### src/rtl/shadow_attr_decode.sv
module shadow_attr_decode #(
  parameter int          SEGS    = 12,
  parameter logic [7:0]  TOP_OFF = 8'h59,
  parameter logic [7:0]  SMM_OFF = 8'h72
) (
  input  logic        clk,
  input  logic        rst_n,
  input  logic        smram_layout_new,
  input  logic        ev_valid,
  input  logic [7:0]  ev_off,
  input  logic [7:0]  ev_old,
  input  logic [7:0]  ev_new,
  input  logic [19:0] acc_addr,
  input  logic        acc_write,
  output logic        acc_internal,
  output logic        bios_shadowed,
  output logic        map_changed
);
  localparam int          IW      = $clog2(SEGS);
  localparam logic [19:0] LOW_END = 20'hA0000;

  logic [SEGS-1:0][1:0] seg_code;
  logic [SEGS-1:0]      seg_hit;
  logic [1:0]           top_code;
  logic                 smm_open;

  for (genvar s = 0; s < SEGS; s++) begin : g_hit
    localparam logic [7:0] OFF = TOP_OFF + 8'(1 + s / 2);
    localparam int         LSB = (s % 2) * 4;
    assign seg_hit[s] = ev_valid && (ev_off == OFF) &&
                        (ev_old[LSB +: 4] != ev_new[LSB +: 4]);
  end

  wire       top_hit  = ev_valid && (ev_off == TOP_OFF) && (ev_old[7:4] != ev_new[7:4]);
  wire [7:0] smm_mask = smram_layout_new ? 8'h48 : 8'h20;
  wire       smm_hit  = ev_valid && (ev_off == SMM_OFF) && |((ev_old ^ ev_new) & smm_mask);

  always_ff @(posedge clk) begin
    if (!rst_n) begin
      seg_code      <= '0;
      top_code      <= 2'b00;
      smm_open      <= 1'b0;
      bios_shadowed <= 1'b0;
      map_changed   <= 1'b0;
    end else begin
      for (int s = 0; s < SEGS; s++)
        if (seg_hit[s]) seg_code[s] <= ev_new[(s % 2) * 4 +: 2];
      if (top_hit) begin
        top_code      <= ev_new[5:4];
        bios_shadowed <= ev_new[4];
      end
      if (smm_hit) smm_open <= ((ev_new & smm_mask) == smm_mask);
      map_changed <= top_hit | smm_hit | (|seg_hit);
    end
  end

  wire          in_low  = acc_addr < LOW_END;
  wire          in_smm  = acc_addr[19:17] == 3'b101;
  wire          in_top  = acc_addr[19:16] == 4'hF;
  wire [IW-1:0] seg_idx = acc_addr[14 +: IW];
  wire [1:0]    seg_sel = (seg_idx < IW'(SEGS)) ? seg_code[seg_idx] : 2'b00;
  wire [1:0]    code    = in_top ? top_code : seg_sel;

  assign acc_internal = in_low ? 1'b1 :
                        in_smm ? smm_open :
                        (acc_write ? code[1] : code[0]);

  AST_PULSE_CAUSE: assert property (@(posedge clk) disable iff (!rst_n)
    map_changed |-> $past(ev_valid));
  AST_MAP_HOLD: assert property (@(posedge clk) disable iff (!rst_n)
    !$past(ev_valid) |-> ($stable(seg_code) && $stable(top_code) && $stable(smm_open)));
  AST_LOW_INTERNAL: assert property (@(posedge clk) disable iff (!rst_n)
    (acc_addr < LOW_END) |-> acc_internal);
  AST_BIOS_RISE: assert property (@(posedge clk) disable iff (!rst_n)
    $rose(bios_shadowed) |-> $past(ev_valid && ev_off == TOP_OFF));
endmodule

### config.mk
export PLATFORM = sky130hd
export DESIGN_NAME = shadow_attr_decode
export DESIGN_NICKNAME = d
export VERILOG_FILES = /design/src/rtl/shadow_attr_decode.sv
export SDC_FILE = /design/constraint.sdc
export NUM_CORES = 1
export LEC_CHECK = 0
export BUFFER_PORTS_ARGS = -buffer_cell sky130_fd_sc_hd__buf_2
export CORE_UTILIZATION = 53
export CTS_BUF_LIST = sky130_fd_sc_hd__clkbuf_4 sky130_fd_sc_hd__clkbuf_8
export CTS_CLUSTER_SIZE = 24
export DETAILED_ROUTE_END_ITERATION = 10
export GPL_ROUTABILITY_DRIVEN = 0
export PLACE_DENSITY = 0.91
export SLEW_MARGIN = 10
export SYNTH_ARGS = -nofsm -noshare
export SYNTH_HDL_FRONTEND = slang
export SYNTH_SLANG_ARGS = --single-unit
### constraint.sdc
create_clock -name clk -period 2.3 [get_ports clk]
set_input_delay 0.115 -clock clk [delete_from_list [all_inputs] [get_ports clk]]
set_output_delay 0.115 -clock clk [all_outputs]
set_load 0.02 [all_outputs]
Yosys cells after proc, flatten, opt, wreduce, memory -nomap -nowiden:

Index checks and enable logic that the tools add are counted.

* equal/unequal tests: 13
* reduce and logical (&&, ||, !) cells: 24
* $lt $le $gt $ge: 3
* muxes and demuxes: 8
* bitwise gates (word level): 5

Operators by type and width (number)
* == test 8 x 7 -> 1 bit, second input constant: 8
* logical AND 1 bit: 22
* < comparator 20 bit, second input constant: 1
* AND 8 x 7 -> 8 bit: 2
* OR reduction 12 bit: 1
* binary-select mux 2 bit (select 4 bit): 1
* == test 8 x 7 -> 1 bit: 1
* != test 4 bit: 2
* OR reduction 8 bit: 1
* bitwise XOR 8 bit: 1
* 2-to-1 mux 7 bit: 1
* 2-to-1 mux 2 bit: 3
* < comparator 4 x 5 -> 1 bit, second input constant: 1
* == test 4 bit, second input constant: 1
* < comparator 4 bit, second input constant: 1
* == test 3 bit, second input constant: 1
* 2-to-1 mux 1 bit: 3
* bitwise OR 1 bit: 2

* input bits: 49
* output and inout bits: 3
* flip-flop bits (word level): 29
* word-level logic and storage cells: 69

Depth between registers and ports, before layout:

* word-level depth: 7
* mapped depth: 7
* depth with buffers taken out: 5

Worst setup path before layout:

No wires, ideal clock.

* kind: register to output
* from: reg seg_code[11] (netlist bit)
* to: out acc_internal
* arrival time: 1.609 ns
* data required time: 2.185 ns
* stages on the path, launching flop included: 6
* path buffers: 0
* slack: 0.576 ns
* path through: dfxtp_1 -> mux4_1 -> mux2_2 -> or3_1 -> a41oi_1 -> a41oi_1

* longest elaborated chain between the ends: 7

Ends and longest elaborated chain
* start, declared: RTL line 22 `logic [SEGS-1:0][1:0] seg_code;`
* start signal, assigned by index: RTL line 47 `if (seg_hit[s]) seg_code[s] <= ev_new[(s % 2) * 4 +: 2];`
* binary-select mux 2 bit (select 4 bit): RTL line 61 `wire [1:0] seg_sel = (seg_idx < IW'(SEGS)) ? seg_code[seg_idx] : 2'b00;`
* 2-to-1 mux 2 bit (not written as such): RTL line 61
* 2-to-1 mux 2 bit: RTL line 61
* 2-to-1 mux 2 bit: RTL line 62 `wire [1:0] code = in_top ? top_code : seg_sel;`
* 2-to-1 mux 1 bit: RTL line 66 `(acc_write ? code[1] : code[0]);`
* 2-to-1 mux 1 bit: RTL line 65 `in_smm ? smm_open :`
* 2-to-1 mux 1 bit: RTL line 64 `assign acc_internal = in_low ? 1'b1 :`
* end, declared: RTL line 15 `output logic acc_internal,`

No other way between the ends. The select of a mux whose other input is x is not followed.

Worst setup path after layout:

* from: reg seg_code[15] (netlist bit)
* to: out acc_internal

Same word-level chain as after synthesis.

==> metrics.log <==
INFO  metric yosysWarnings = 0
INFO  metric worst_hold_path_type = input port to flip-flop
INFO  metric worst_clock_skew = 0 ns
INFO  metric crit_family = multiplexers
INFO  metric dr.max_layer_used = met4
INFO  metric setup.worst_path.start_class = flip-flop
INFO  metric most_frequent_standard_cell_in_the_layout_excluding_fill_and_tap_cells = sky130_fd_sc_hd__buf_2
INFO  metric grt_first_pass_wirelength = 5.858 mm
INFO  metric cpMaxStageDelayCell = sky130_fd_sc_hd__mux4_2
INFO  metric power.leakage = 0.7380 nW
INFO  metric post_synth_inst_count = approximately 160
INFO  metric dpl-instance-area = 1833 um2
INFO  metric layout.cell_area.non_filler = 1901 um2
INFO  metric layout-area-overhead-vs-synth = 13.78%
INFO  metric dr_wl_met3 = 99 um
INFO  metric worstPathCellList = mux4_2 > mux2_2 > or3_1 > a41oi_2 > a41oi_2 > buf_4
INFO  metric post_synthesis_sequential_element_count = 28
INFO  metric critPathRequiredTime = 2.18 ns
INFO  metric synth_ff_type = sky130_fd_sc_hd__dfxtp_1
INFO  metric io_pins = 52
INFO  metric post_synth_num_cell_types = 40
INFO  metric final.period_utilization = 97.14%
INFO  metric slew_headroom = 57.89%
INFO  metric h-tree-depth = 1
INFO  metric vias_per_cell = 5.458
INFO  metric maxCapViolCount = 0
INFO  metric rows = 20
INFO  metric dieHeight = 58.14 um
INFO  metric routed-wl-met2 = 1.766 mm
INFO  metric status = completed
INFO  metric post_drt_wl_per_cell = 15.09 um
INFO  metric arrival = roughly 2.1 ns
INFO  metric tightest_slew = 0.6258 ns
INFO  metric grt_start_max_net_pins = 33
INFO  metric timing.final.setup_violations = 0
INFO  metric routedLengthMet1 = approximately 1.7 mm
INFO  metric finalNetCount = 242
INFO  metric via_count = around 1300
INFO  metric synth_net_count = 213
INFO  metric dp_hpwl = 2.673 mm
INFO  metric die_width = 58.14 um
INFO  metric async_reset_ff_share = 0%
INFO  metric timing_worst_setup_path_type = flip-flop to output pin
INFO  metric antenna_found_initial = 0
INFO  metric clkSlewWorstSetupHoldPaths = 0.15 ns
INFO  metric cts_inserted_buffers = 3
INFO  metric clkLatencyLatePin = 0.33 ns
INFO  metric fmax = 447.6 MHz
INFO  metric grt_pass1_vias = 1242
INFO  metric remaining_drc_errors = 0
INFO  metric synth_enable_flop_cells = 0
INFO  metric initial_utilization = 55.17%
INFO  metric postRouteAntennaNets = 0
INFO  metric worst_path_buffer_plus_inverter_count = 1
INFO  metric wl = 3.561 mm
INFO  metric drt_first_iter_violations = 45
INFO  metric clkSinkCount = 28
INFO  metric ys_seq_area_share = around 34%
INFO  metric report.final.hold_viol_count = 0
INFO  metric core_area = 3028 um2
INFO  metric grt_setup_unrepaired = false
INFO  metric post_cts.repair.setup_buffers = 0
INFO  metric vdd.ir_drop.worst = 0.2628 mV
INFO  metric tns = 0 ns
INFO  metric grt.overflow.total = 0
INFO  metric worst_setup_path_end_kind = output pin
INFO  metric cts_tree = yes
INFO  metric drive_above_1_share = 28.13%
INFO  metric path_max_fanout = 2
INFO  metric average_size_of_a_mapped_cell = around 10 um2
INFO  metric port_buffers = 37
INFO  metric powerDensity = 491.3 nW/um2
INFO  metric clockBufferDepth = 2
INFO  metric layout.cells.most_common_list = 36 x sky130_fd_sc_hd__buf_2, 27 x sky130_fd_sc_hd__nor2b_1, 26 x sky130_fd_sc_hd__mux2i_1
INFO  metric cpMostUsedCell = sky130_fd_sc_hd__a41oi_2
INFO  metric cpPeakStageDelay = 0.47 ns
INFO  metric grt_use_total = a little under a quarter
INFO  metric synth.cell_area = 1670 um2
INFO  metric insertedDiodeCount = 0
INFO  metric final.min_clock_period = roughly 2.2 ns
INFO  metric slew_viol_final = 0
INFO  metric clock_root_cell = sky130_fd_sc_hd__clkbuf_4
INFO  metric hold_ws = 0.07757 ns
INFO  metric detail_route.first_pass.iterations = 4
INFO  metric floorplan.die_area = approximately 3400 um2
[what timing repair did]
item                                    CTS  global route
endpoints found under the hold margin     0             0
pin swaps                                 0             1
hold buffers                              0             0
gates resized for setup                   3             6
endpoints found under the setup margin    1             1
[final timing paths]
path                            cells after the start  slack, ns            to    startpoint
worst min-delay path                                3       0.08   seg_code[9]     ev_new[1]
worst max-delay path                                6       0.07  acc_internal  seg_code[15]
worst min register to register                      2       0.47  seg_code[10]  seg_code[10]
worst max register to register                      2       1.66   top_code[0]   top_code[0]
[per-layer routing]
metal | track usage [%] | vias up
met5 | 0 | -
met4 | 7.143 | 0
met3 | 3.348 | 5
met2 | 39.41 | 28
met1 | 29.79 | 603
li1 | - | 652
[synth_stat cells, types with 2 or more instances]
| library cell | number | share of area, % |
|---|---|---|
| sky130_fd_sc_hd__xor2_1 | 5 | 2.6 |
| sky130_fd_sc_hd__o21ai_1 | 2 | 0.60 |
| sky130_fd_sc_hd__and4b_1 | 3 | 1.8 |
| sky130_fd_sc_hd__nor2b_1 | 27 | 10 |
| sky130_fd_sc_hd__a41oi_1 | 2 | 1.0 |
| sky130_fd_sc_hd__and4bb_1 | 2 | 1.5 |
| sky130_fd_sc_hd__nand3_1 | 6 | 1.8 |
| sky130_fd_sc_hd__mux2i_1 | 26 | 16 |
| sky130_fd_sc_hd__clkbuf_1 | 6 | 1.3 |
| sky130_fd_sc_hd__nor4b_2 | 2 | 1.8 |
| sky130_fd_sc_hd__nand3b_1 | 2 | 0.90 |
| sky130_fd_sc_hd__nor2_1 | 5 | 1.1 |
| sky130_fd_sc_hd__o21ai_0 | 4 | 1.2 |
| sky130_fd_sc_hd__xnor2_1 | 4 | 2.1 |
| sky130_fd_sc_hd__nor3_1 | 2 | 0.60 |
| sky130_fd_sc_hd__dfxtp_1 | 28 | 34 |
| sky130_fd_sc_hd__nor4_1 | 2 | 0.75 |
| sky130_fd_sc_hd__inv_1 | 3 | 0.67 |
| sky130_fd_sc_hd__mux4_1 | 5 | 7.9 |
| sky130_fd_sc_hd__nand2_1 | 5 | 1.1 |
| sky130_fd_sc_hd__buf_2 | 4 | 1.2 |
[registers in the layout (all words and copies together), names as in the netlist]
register     flops
map_changed      1
seg_code        24
smm_open         1
top_code         2
[logic make-up after synthesis]
logic type	synth area share, %
DFF	33.56
muxes	24.12
xor gates and xnor gates	4.719
buffers and inverters	5.318
and+or+nand+nor	26.44
AOI/OAI and AO/OA	5.844
[worst reg2reg max path, delay by kind of cell, from the launching register on]
kind / cells / cell delay (ns)
flops: 1 / 0.36
mux: 1 / 0.14
simple gates: 1 / 0.06
[where the power goes]
part	internal [mW]	switching [mW]
sequential	0.486	0.000359
clock	0.176	0.144
combinational	0.0577	0.0694
[through the flow]
stage	cells	setup WS (ns)	utilization, %	total power [mW]
CTS	236	0.01661	62.44	0.9392
floorplan	164	0.5757	-	0.5773
finish	236	0.06573	62.77	0.9338
global route	236	0.00008815	62.77	0.9747
global placement	232	0.3407	60.54	0.6139
detailed placement	232	0.2654	60.54	0.6182
[area by class of cell]
class	instances	area, um2
clock buffer	3	22.52
clock inverter	1	30.03
fill	263	1127
inverter	3	11.26
multi-input combinational	120	1028
sequential	28	565.5
tap	44	55.05
timing repair buffer	37	187.7
No activity file was read; power rests on OpenSTA's default activity.
